[config.mk]
export PLATFORM = sky130hd
export DESIGN_NAME = uart_txbuf_dma
export DESIGN_NICKNAME = d
export VERILOG_FILES = /design/src/rtl/uart_txbuf_dma_pkg.sv /design/src/rtl/uart_txbuf_dma_regs.sv /design/src/rtl/uart_txbuf_dma_agen.sv /design/src/rtl/uart_txbuf_dma_fsm.sv /design/src/rtl/uart_txbuf_dma.sv
export SDC_FILE = /design/constraint.sdc
export NUM_CORES = 1
export LEC_CHECK = 0
export ABC_AREA = 1
export BUFFER_PORTS_ARGS = -buffer_cell sky130_fd_sc_hd__buf_2
export CORE_MARGIN = 3
export CORE_UTILIZATION = 40
export CTS_BUF_LIST = sky130_fd_sc_hd__clkbuf_8
export DETAILED_ROUTE_END_ITERATION = 10
export SLEW_MARGIN = 40
export SYNTH_ARGS = -nofsm -noshare
export SYNTH_HDL_FRONTEND = slang
export SYNTH_SLANG_ARGS = --single-unit
[constraint.sdc]
create_clock -name clk -period 3.8 [get_ports clk]
set_input_delay 0.57 -clock clk [delete_from_list [all_inputs] [get_ports clk]]
set_output_delay 0.57 -clock clk [all_outputs]
set_load 0.005 [all_outputs]
[src/rtl/uart_txbuf_dma_pkg.sv]
package uart_txbuf_dma_pkg;

    typedef enum logic [2:0] {
        ST_IDLE  = 3'd0,
        ST_PICK  = 3'd1,
        ST_READ  = 3'd2,
        ST_SEND  = 3'd3,
        ST_CLOSE = 3'd4
    } txdma_state_e;

    localparam int CTRL_OFS    = 'h00;
    localparam int XLEN_OFS    = 'h04;
    localparam int TOTAL_OFS   = 'h08;
    localparam int SLOT_BASE   = 'h20;
    localparam int SLOT_STRIDE = 'h14;

    localparam int F_PTR_LO = 'h00;
    localparam int F_PTR_HI = 'h04;
    localparam int F_STAT   = 'h08;
    localparam int F_LEN    = 'h0C;
    localparam int F_SENT   = 'h10;

    localparam int CB_EN     = 0;
    localparam int CB_ABORT  = 1;
    localparam int CB_NB_LO  = 4;
    localparam int CB_ENDIAN = 6;
    localparam int CB_OVR    = 7;

    localparam int EVT_DONE  = 0;
    localparam int EVT_ABORT = 1;
    localparam int EVT_ALL   = 2;
    localparam int EVT_SLOT0 = 3;

endpackage

[src/rtl/uart_txbuf_dma_regs.sv]
module uart_txbuf_dma_regs
    import uart_txbuf_dma_pkg::*;
#(
    parameter int NUM_SLOTS    = 2,
    parameter int LEN_W        = 16,
    parameter int AW           = 8,
    parameter bit DEFAULT_SWAP = 1'b0,
    localparam int SW   = (NUM_SLOTS > 1) ? $clog2(NUM_SLOTS) : 1,
    localparam int NB_W = $clog2(NUM_SLOTS + 1)
) (
    input  logic                              clk,
    input  logic                              rst_n,
    input  logic                              wr_en,
    input  logic [AW-1:0]                     wr_addr,
    input  logic [31:0]                       wr_data,
    input  logic [AW-1:0]                     rd_addr,
    output logic [31:0]                       rd_data,
    input  logic                              byte_ack,
    input  logic [SW-1:0]                     act_slot,
    input  logic                              close_slot,
    input  logic                              fin,
    output logic                              en,
    output logic [NB_W-1:0]                   nbuf_used,
    output logic                              swap,
    output logic [LEN_W-1:0]                  xfer_len,
    output logic [LEN_W-1:0]                  total,
    output logic [NUM_SLOTS-1:0][63:0]        slot_ptr,
    output logic [NUM_SLOTS-1:0][LEN_W-1:0]   slot_len,
    output logic [NUM_SLOTS-1:0][LEN_W-1:0]   slot_sent,
    output logic [NUM_SLOTS-1:0]              slot_empty,
    output logic [NUM_SLOTS-1:0]              slot_last,
    output logic                              abort_evt
);

    logic [1:0] nb_q;
    logic       endian_q;
    logic       ovr_q;
    logic       ctrl_wr;
    logic       start;

    function automatic logic [AW-1:0] slot_reg(input int s, input int f);
        return AW'(SLOT_BASE + s * SLOT_STRIDE + f);
    endfunction

    assign ctrl_wr = wr_en && (wr_addr == AW'(CTRL_OFS));
    assign start   = ctrl_wr && wr_data[CB_EN] && !wr_data[CB_ABORT] && !en;
    assign swap    = ovr_q ? endian_q : DEFAULT_SWAP;

    always_comb begin
        if (nb_q == 2'd0) begin
            nbuf_used = NB_W'(1);
        end else if (int'(nb_q) > NUM_SLOTS) begin
            nbuf_used = NB_W'(NUM_SLOTS);
        end else begin
            nbuf_used = NB_W'(nb_q);
        end
    end

    always_ff @(posedge clk or negedge rst_n) begin
        if (!rst_n) begin
            en        <= 1'b0;
            nb_q      <= 2'd1;
            endian_q  <= 1'b0;
            ovr_q     <= 1'b0;
            xfer_len  <= '0;
            total     <= '0;
            abort_evt <= 1'b0;
            for (int s = 0; s < NUM_SLOTS; s++) begin
                slot_ptr[s]   <= '0;
                slot_len[s]   <= '0;
                slot_sent[s]  <= '0;
                slot_empty[s] <= 1'b1;
                slot_last[s]  <= 1'b0;
            end
        end else begin
            abort_evt <= ctrl_wr && wr_data[CB_ABORT] && en;
            if (ctrl_wr) begin
                nb_q     <= wr_data[CB_NB_LO+1:CB_NB_LO];
                endian_q <= wr_data[CB_ENDIAN];
                ovr_q    <= wr_data[CB_OVR];
                if (wr_data[CB_ABORT] && en) begin
                    en <= 1'b0;
                end else begin
                    en <= wr_data[CB_EN];
                end
            end else if (fin) begin
                en <= 1'b0;
            end
            if (wr_en && wr_addr == AW'(XLEN_OFS)) begin
                xfer_len <= wr_data[LEN_W-1:0];
            end
            if (start) begin
                total <= '0;
            end else if (byte_ack) begin
                total <= total + LEN_W'(1);
            end
            for (int s = 0; s < NUM_SLOTS; s++) begin
                if (wr_en && wr_addr == slot_reg(s, F_PTR_LO)) begin
                    slot_ptr[s][31:0] <= wr_data;
                end
                if (wr_en && wr_addr == slot_reg(s, F_PTR_HI)) begin
                    slot_ptr[s][63:32] <= wr_data;
                end
                if (wr_en && wr_addr == slot_reg(s, F_LEN)) begin
                    slot_len[s] <= wr_data[LEN_W-1:0];
                end
                if (wr_en && wr_addr == slot_reg(s, F_STAT)) begin
                    slot_empty[s] <= wr_data[0];
                    slot_last[s]  <= wr_data[1];
                end
                if (close_slot && int'(act_slot) == s) begin
                    slot_empty[s] <= 1'b1;
                end
                if (start) begin
                    slot_sent[s] <= '0;
                end else if (byte_ack && int'(act_slot) == s) begin
                    slot_sent[s] <= slot_sent[s] + LEN_W'(1);
                end
            end
        end
    end

    always_comb begin
        rd_data = '0;
        if (rd_addr == AW'(CTRL_OFS)) begin
            rd_data = {24'd0, ovr_q, endian_q, nb_q, 3'b000, en};
        end else if (rd_addr == AW'(XLEN_OFS)) begin
            rd_data = 32'(xfer_len);
        end else if (rd_addr == AW'(TOTAL_OFS)) begin
            rd_data = 32'(total);
        end
        for (int s = 0; s < NUM_SLOTS; s++) begin
            if (rd_addr == slot_reg(s, F_PTR_LO)) rd_data = slot_ptr[s][31:0];
            if (rd_addr == slot_reg(s, F_PTR_HI)) rd_data = slot_ptr[s][63:32];
            if (rd_addr == slot_reg(s, F_STAT))   rd_data = {30'd0, slot_last[s], slot_empty[s]};
            if (rd_addr == slot_reg(s, F_LEN))    rd_data = 32'(slot_len[s]);
            if (rd_addr == slot_reg(s, F_SENT))   rd_data = 32'(slot_sent[s]);
        end
    end


    total_step_chk: assert property (@(posedge clk) disable iff (!rst_n)
        byte_ack |=> (total == $past(total) + LEN_W'(1)));


    abort_stop_chk: assert property (@(posedge clk) disable iff (!rst_n)
        (ctrl_wr && wr_data[CB_ABORT] && en) |=> (!en && abort_evt));


    finish_clears_en_chk: assert property (@(posedge clk) disable iff (!rst_n)
        (fin && !ctrl_wr) |=> !en);

endmodule

[src/rtl/uart_txbuf_dma_agen.sv]
module uart_txbuf_dma_agen #(
    parameter int LEN_W = 16
) (
    input  logic [63:0]      base,
    input  logic [LEN_W-1:0] offset,
    input  logic             swap,
    output logic [63:0]      addr
);

    logic [63:0] linear;

    assign linear = base + 64'(offset);

    always_comb begin
        addr = linear;
        if (swap) begin
            addr[1:0] = ~linear[1:0];
        end
    end

endmodule

[src/rtl/uart_txbuf_dma_fsm.sv]
module uart_txbuf_dma_fsm
    import uart_txbuf_dma_pkg::*;
#(
    parameter int NUM_SLOTS = 2,
    parameter int LEN_W     = 16,
    localparam int SW   = (NUM_SLOTS > 1) ? $clog2(NUM_SLOTS) : 1,
    localparam int NB_W = $clog2(NUM_SLOTS + 1)
) (
    input  logic                              clk,
    input  logic                              rst_n,
    input  logic                              en,
    input  logic [NB_W-1:0]                   nbuf_used,
    input  logic                              swap,
    input  logic [LEN_W-1:0]                  xfer_len,
    input  logic [LEN_W-1:0]                  total,
    input  logic [NUM_SLOTS-1:0][63:0]        slot_ptr,
    input  logic [NUM_SLOTS-1:0][LEN_W-1:0]   slot_len,
    input  logic [NUM_SLOTS-1:0][LEN_W-1:0]   slot_sent,
    input  logic [NUM_SLOTS-1:0]              slot_empty,
    input  logic [NUM_SLOTS-1:0]              slot_last,
    output logic                              mem_rd_en,
    output logic [63:0]                       mem_addr,
    input  logic [7:0]                        mem_rdata,
    input  logic                              mem_rvalid,
    output logic                              tx_valid,
    output logic [7:0]                        tx_data,
    input  logic                              tx_ready,
    output logic                              byte_ack,
    output logic [SW-1:0]                     act_slot,
    output logic                              close_slot,
    output logic                              fin,
    output logic [NUM_SLOTS-1:0]              evt_slot_empty,
    output logic                              evt_all_empty
);

    txdma_state_e state_q, state_d;
    logic [SW-1:0] cur_q;
    logic [7:0]    data_q;

    logic             cur_empty;
    logic             cur_last;
    logic [LEN_W-1:0] cur_len;
    logic [LEN_W-1:0] cur_sent;
    logic             cur_final;
    logic             reached;
    logic             finish;

    assign cur_empty = slot_empty[cur_q];
    assign cur_last  = slot_last[cur_q];
    assign cur_len   = slot_len[cur_q];
    assign cur_sent  = slot_sent[cur_q];
    assign cur_final = (int'(cur_q) == int'(nbuf_used) - 1);
    assign reached   = (total == xfer_len);
    assign finish    = cur_last || cur_final || reached;

    uart_txbuf_dma_agen #(.LEN_W(LEN_W)) u_agen (
        .base   (slot_ptr[cur_q]),
        .offset (cur_sent),
        .swap   (swap),
        .addr   (mem_addr)
    );

    always_comb begin
        state_d = state_q;
        unique case (state_q)
            ST_IDLE: begin
                if (en) state_d = ST_PICK;
            end
            ST_PICK: begin
                if (reached) begin
                    state_d = ST_CLOSE;
                end else if (cur_empty) begin
                    state_d = ST_PICK;
                end else if (cur_sent == cur_len) begin
                    state_d = ST_CLOSE;
                end else begin
                    state_d = ST_READ;
                end
            end
            ST_READ: begin
                if (mem_rvalid) state_d = ST_SEND;
            end
            ST_SEND: begin
                if (tx_ready) begin
                    if ((total + LEN_W'(1) == xfer_len) ||
                        (cur_sent + LEN_W'(1) == cur_len)) begin
                        state_d = ST_CLOSE;
                    end else begin
                        state_d = ST_READ;
                    end
                end
            end
            ST_CLOSE: begin
                state_d = finish ? ST_IDLE : ST_PICK;
            end
            default: state_d = ST_IDLE;
        endcase
        if (!en) begin
            state_d = ST_IDLE;
        end
    end

    always_ff @(posedge clk or negedge rst_n) begin
        if (!rst_n) begin
            state_q <= ST_IDLE;
            cur_q   <= '0;
            data_q  <= '0;
        end else begin
            state_q <= state_d;
            if (state_q == ST_IDLE) begin
                cur_q <= '0;
            end else if (state_q == ST_CLOSE && !finish) begin
                cur_q <= SW'(cur_q + 1'b1);
            end
            if (state_q == ST_READ && mem_rvalid) begin
                data_q <= mem_rdata;
            end
        end
    end

    always_comb begin
        mem_rd_en     = en && (state_q == ST_READ);
        tx_valid      = en && (state_q == ST_SEND);
        tx_data       = data_q;
        byte_ack      = tx_valid && tx_ready;
        act_slot      = cur_q;
        close_slot    = en && (state_q == ST_CLOSE);
        fin           = close_slot && finish;
        evt_all_empty = close_slot;
        for (int s = 0; s < NUM_SLOTS; s++) begin
            evt_slot_empty[s] = close_slot && (int'(cur_q) == s);
            if (s < int'(nbuf_used) && s != int'(cur_q) && !slot_empty[s]) begin
                evt_all_empty = 1'b0;
            end
        end
    end


    tx_hold_chk: assert property (@(posedge clk) disable iff (!rst_n)
        (tx_valid && !tx_ready) |=> ((tx_valid && $stable(tx_data)) || !en));


    wait_no_fetch_chk: assert property (@(posedge clk) disable iff (!rst_n)
        (state_q == ST_PICK && cur_empty && !reached) |=> !tx_valid);

endmodule

[src/rtl/uart_txbuf_dma.sv]
module uart_txbuf_dma
    import uart_txbuf_dma_pkg::*;
#(
    parameter int NUM_SLOTS    = 2,
    parameter int LEN_W        = 16,
    parameter int AW           = 8,
    parameter bit DEFAULT_SWAP = 1'b0,
    localparam int EVT_W = 3 + NUM_SLOTS
) (
    input  logic             clk,
    input  logic             rst_n,
    input  logic             reg_wr_en,
    input  logic [AW-1:0]    reg_wr_addr,
    input  logic [31:0]      reg_wr_data,
    input  logic [AW-1:0]    reg_rd_addr,
    output logic [31:0]      reg_rd_data,
    output logic             mem_rd_en,
    output logic [63:0]      mem_addr,
    input  logic [7:0]       mem_rdata,
    input  logic             mem_rvalid,
    output logic             tx_valid,
    output logic [7:0]       tx_data,
    input  logic             tx_ready,
    output logic [EVT_W-1:0] evt
);

    localparam int SW   = (NUM_SLOTS > 1) ? $clog2(NUM_SLOTS) : 1;
    localparam int NB_W = $clog2(NUM_SLOTS + 1);

    logic                            en;
    logic [NB_W-1:0]                 nbuf_used;
    logic                            swap;
    logic [LEN_W-1:0]                xfer_len;
    logic [LEN_W-1:0]                total;
    logic [NUM_SLOTS-1:0][63:0]      slot_ptr;
    logic [NUM_SLOTS-1:0][LEN_W-1:0] slot_len;
    logic [NUM_SLOTS-1:0][LEN_W-1:0] slot_sent;
    logic [NUM_SLOTS-1:0]            slot_empty;
    logic [NUM_SLOTS-1:0]            slot_last;
    logic                            abort_evt;
    logic                            byte_ack;
    logic [SW-1:0]                   act_slot;
    logic                            close_slot;
    logic                            fin;
    logic [NUM_SLOTS-1:0]            evt_slot_empty;
    logic                            evt_all_empty;

    uart_txbuf_dma_regs #(
        .NUM_SLOTS    (NUM_SLOTS),
        .LEN_W        (LEN_W),
        .AW           (AW),
        .DEFAULT_SWAP (DEFAULT_SWAP)
    ) u_regs (
        .clk        (clk),
        .rst_n      (rst_n),
        .wr_en      (reg_wr_en),
        .wr_addr    (reg_wr_addr),
        .wr_data    (reg_wr_data),
        .rd_addr    (reg_rd_addr),
        .rd_data    (reg_rd_data),
        .byte_ack   (byte_ack),
        .act_slot   (act_slot),
        .close_slot (close_slot),
        .fin        (fin),
        .en         (en),
        .nbuf_used  (nbuf_used),
        .swap       (swap),
        .xfer_len   (xfer_len),
        .total      (total),
        .slot_ptr   (slot_ptr),
        .slot_len   (slot_len),
        .slot_sent  (slot_sent),
        .slot_empty (slot_empty),
        .slot_last  (slot_last),
        .abort_evt  (abort_evt)
    );

    uart_txbuf_dma_fsm #(
        .NUM_SLOTS (NUM_SLOTS),
        .LEN_W     (LEN_W)
    ) u_fsm (
        .clk            (clk),
        .rst_n          (rst_n),
        .en             (en),
        .nbuf_used      (nbuf_used),
        .swap           (swap),
        .xfer_len       (xfer_len),
        .total          (total),
        .slot_ptr       (slot_ptr),
        .slot_len       (slot_len),
        .slot_sent      (slot_sent),
        .slot_empty     (slot_empty),
        .slot_last      (slot_last),
        .mem_rd_en      (mem_rd_en),
        .mem_addr       (mem_addr),
        .mem_rdata      (mem_rdata),
        .mem_rvalid     (mem_rvalid),
        .tx_valid       (tx_valid),
        .tx_data        (tx_data),
        .tx_ready       (tx_ready),
        .byte_ack       (byte_ack),
        .act_slot       (act_slot),
        .close_slot     (close_slot),
        .fin            (fin),
        .evt_slot_empty (evt_slot_empty),
        .evt_all_empty  (evt_all_empty)
    );

    assign evt = {evt_slot_empty, evt_all_empty, abort_evt, fin};


    all_empty_with_slot_chk: assert property (@(posedge clk) disable iff (!rst_n)
        evt[EVT_ALL] |-> ($countones(evt[EVT_W-1:EVT_SLOT0]) == 1));

endmodule

==> results.json <==
{
  "end_kind": "primary output",
  "synth_top_area_share": 0.358,
  "place_congestion": 1.00,
  "io_buffers": 171,
  "synth_nets": 2564,
  "critical_path_peak_fanout": 5,
  "drv_cap": 0,
  "fin_cells": 3355,
  "areaGrowthSynthToFinish_pct": 30.2,
  "insertion_delay_ns": 0.66,
  "seq_area_frac_synth": 0.363,
  "start_util": 0.410,
  "grt_pass1_vias": 17600,
  "synthSimpleGateAreaFrac": 0.293,
  "overflow": 0,
  "fmax_mhz": 246,
  "wl_per_cell_um": 22.0,
  "dieArea_um2": 45000,
  "irDropWorstVdd_v": 0.000277,
  "ys_warn_count": 0,
  "synth_top_cells_by_count": "nand2_1, o21ai_0, inv_1",
  "synthMuxAreaShare": 0.00832,
  "h-tree-depth": 2,
  "cpPeakStageDelay_ns": 0.49,
  "crit_chain": "buf_12 > clkinv_8 > nand2_4 > nand2_4 > ha_4 > inv_4 > fa_2 > o21ai_4 > a21oi_4 > o21ai_2 > nand2_1 > a21oi_2 > buf_6 > nand4_1 > xor2_1 > buf_2",
  "crit_path_top_delay_cell": "dfrtp_4",
  "cts_made_buffers": 46,
  "grt_max_degree": 65,
  "finalCriticalPeriod_ns": 4.07,
  "synth_compound_area_frac": 0.165,
  "track_usage": 0.311,
  "finalPower_uw": 11900,
  "setup_violations": 43,
  "post_synth_fa_ha_maj_area_fraction": 0.0166,
  "clock_skew_ns": 0.0592,
  "final_max_slew_viol_count": 0,
  "grt_pass1_wl_um": 106000,
  "detailed_place_hpwl_um": 53800,
  "core_um2": 41400,
  "dpl.cell_count": 3216,
  "nNetsFinal": 2872,
  "crit_family": "compound AO/OA/AOI/OAI gates",
  "setup_slack_ns": -0.271,
  "synth_cell_type_count": 56,
  "tightest_slew_ns": 0.835,
  "synth_ff_type": "dfrtp_1",
  "finalHoldViolations": 0,
  "async_flop_share": 1.00,
  "routed_wl_um": 73800,
  "synth_edf_count": 0,
  "avgViaCountPerCell": 5.51,
  "synthXorXnorAreaFrac": 0.0577,
  "die_h_um": 212,
  "total_leakage_power_uw": 0.0102,
  "clkSlewWorstSetupHoldPaths_ns": 0.06,
  "ant_nets": 0,
  "ys_ff_latch": 246,
  "drtPass1Iterations": 6,
  "netlist_area_um2": 17000,
  "via_count": 18500,
  "syn_area_per_cell_um2": 6.85,
  "yosysMostFrequentCell": "nand2_1",
  "worstPathRequired_ns": 3.23,
  "cts_buffer_depth": 3,
  "synthCells": 2481,
  "num_antenna_cells": 0,
  "io_pins": 172,
  "powerDensity_nw_per_um2": 540,
  "cts.sinks": 246,
  "synth.top_cells.by_area": "dfrtp_1, nand2_1, o21ai_0",
  "antenna_found_initial": 0,
  "fillCellCount": 4138,
  "slew-limit-headroom": 0.444,
  "crit_buf_inv": 5,
  "critPathKind": "register to primary output",
  "die_w_um": 212,
  "rsz0062_at_grt": "yes",
  "violations": "negative setup slack",
  "first_iter_violations": 1808,
  "drc": 0,
  "cts-root-buf": "clkbuf_8",
  "synth_top_family_by_area": "simple AND/OR/NAND/NOR gates",
  "hold_class": "input port to register",
  "yosysTopAreaCell": "dfrtp_1",
  "rows": 74,
  "status": "finished, violations left",
  "layout-drive-gt1-share": 0.260,
  "cts_tree": "done",
  "period_share": 1.07,
  "crit_path_frequent_cell": "nand2_4",
  "start_kind": "register",
  "cp.arrival_ns": 3.50
}
-- area by class of cell --
class                   instances  area [µm²]  share of cell area
clock buffers                  55         757              0.0342
clock inverters                27         158             0.00713
inverters                     309        1170              0.0531
multi-input cells            1836       10700               0.482
flip-flops and latches        246        6160               0.279
well taps                     532         666              0.0301
repair buffers                349        2530               0.114
repair inverters                1        6.26            0.000283
-- worst reg2reg max path: cells and delay by family (launching register included) --
kind | cells | cell delay, ns
AO/OA/AOI/OAI | 1 | 0.52
XOR/XNOR | 1 | 0.24
buffers and inverters | 3 | 0.59
AND/OR/NAND/NOR | 8 | 1.08
flip-flops | 1 | 0.49
-- placed cells by master, fill, tap and decap left out, drive strengths merged, types with 2 or more instances in the layout --
master	instances
o221ai	5
o22ai	18
o2111ai	6
or2	4
clkinv	13
a221oi	15
mux2i	4
inv	323
xor2	91
clkbuf	62
a22oi	3
mux2	9
dfstp	3
dfrtp	243
nor3	56
nand2	717
nor2	233
o211ai	8
and2	2
o21a	2
ha	21
nand3	109
xnor2	21
o21ai	375
nor4	19
o31ai	7
a21boi	3
a21oi	48
nand3b	6
nand4	39
a21o	3
a31oi	3
and3	2
buf	341
nor3b	3
-- state kept, by name, summed over array words and instances, names as in the netlist, 2 cells and up --
signal and count:
u_regs.xfer_len 16, u_regs.total 16, u_regs.nb_q 2, u_regs.slot_len 32, u_regs.slot_last 2, u_regs.slot_empty 2
u_regs.slot_ptr 128, u_regs.slot_sent 32, u_fsm.tx_data 8, u_fsm.state_q 3
-- power breakdown --
group / switching, µW / internal, µW
logic: 3630 / 2330
clock network: 1220 / 1390
registers: 410 / 2960
total: 5270 / 6680
-- logic make-up (layout without fill, tap and decap cells) --
logic type | count (synthesis) | in the layout
simple gates | 1190 | 1190
compound gates | 499 | 499
buf+inv | 399 | 741
flops | 246 | 246
xor+xnor | 112 | 112
fa+ha+maj | 22 | 22
mux | 13 | 13
-- through the flow --
stage / hold WS [ns] / cell area (µm²) / utilization / setup TNS, ns / setup slack, ns
2_1_floorplan: 0.274 / 17000 / - / 0 / 0.0212
3_3_place_gp: 0.466 / 19000 / 0.460 / 0 / 0.0567
3_5_place_dp: 0.473 / 19100 / 0.461 / 0 / 0.0621
4_1_cts: 0.118 / 20400 / 0.493 / -7.42 / -0.282
5_1_grt: 0.154 / 22100 / 0.534 / -12.28 / -0.426
6_report: 0.151 / 22100 / 0.534 / -6.66 / -0.271
-- routing by layer --
layer / vias up / track usage / wire (µm)
met4: 0 / 0.178 / 4930
li1: 8658 / - / -
met5: - / 0 / 0
met1: 8793 / 0.398 / 29600
met2: 842 / 0.509 / 34000
met3: 209 / 0.0385 / 5250
-- what timing repair did --
| item | 4_1_cts | 5_1_grt |
|---|---|---|
| pin swaps | 11 | 58 |
| endpoints found under the hold margin | 44 | 0 |
| gates cloned | 1 | 9 |
| gates resized for setup | 68 | 294 |
| hold buffers | 1 | 0 |
| buffers inserted | 11 | 35 |
| setup endpoints to repair | 55 | 56 |
-- final timing paths --
kind | start | to | slack (ns) | cells past startpoint
setup reg to reg | u_fsm.act_slot | u_fsm.state_q[1] | 0.79 | 13
hold reg to reg | u_regs.slot_ptr[23] | u_regs.slot_ptr[23] | 0.48 | 2
setup / recovery | u_fsm.act_slot | mem_addr[50] | -0.27 | 16
max in group asynchronous | rst_n | u_regs.slot_ptr[18] | 2.31 | 4
hold / removal | mem_rdata[0] | u_fsm.tx_data[0] | 0.15 | 2
min in group asynchronous | rst_n | u_fsm.tx_data[0] | 0.42 | 2
No activity file was read; power rests on OpenSTA's default activity.
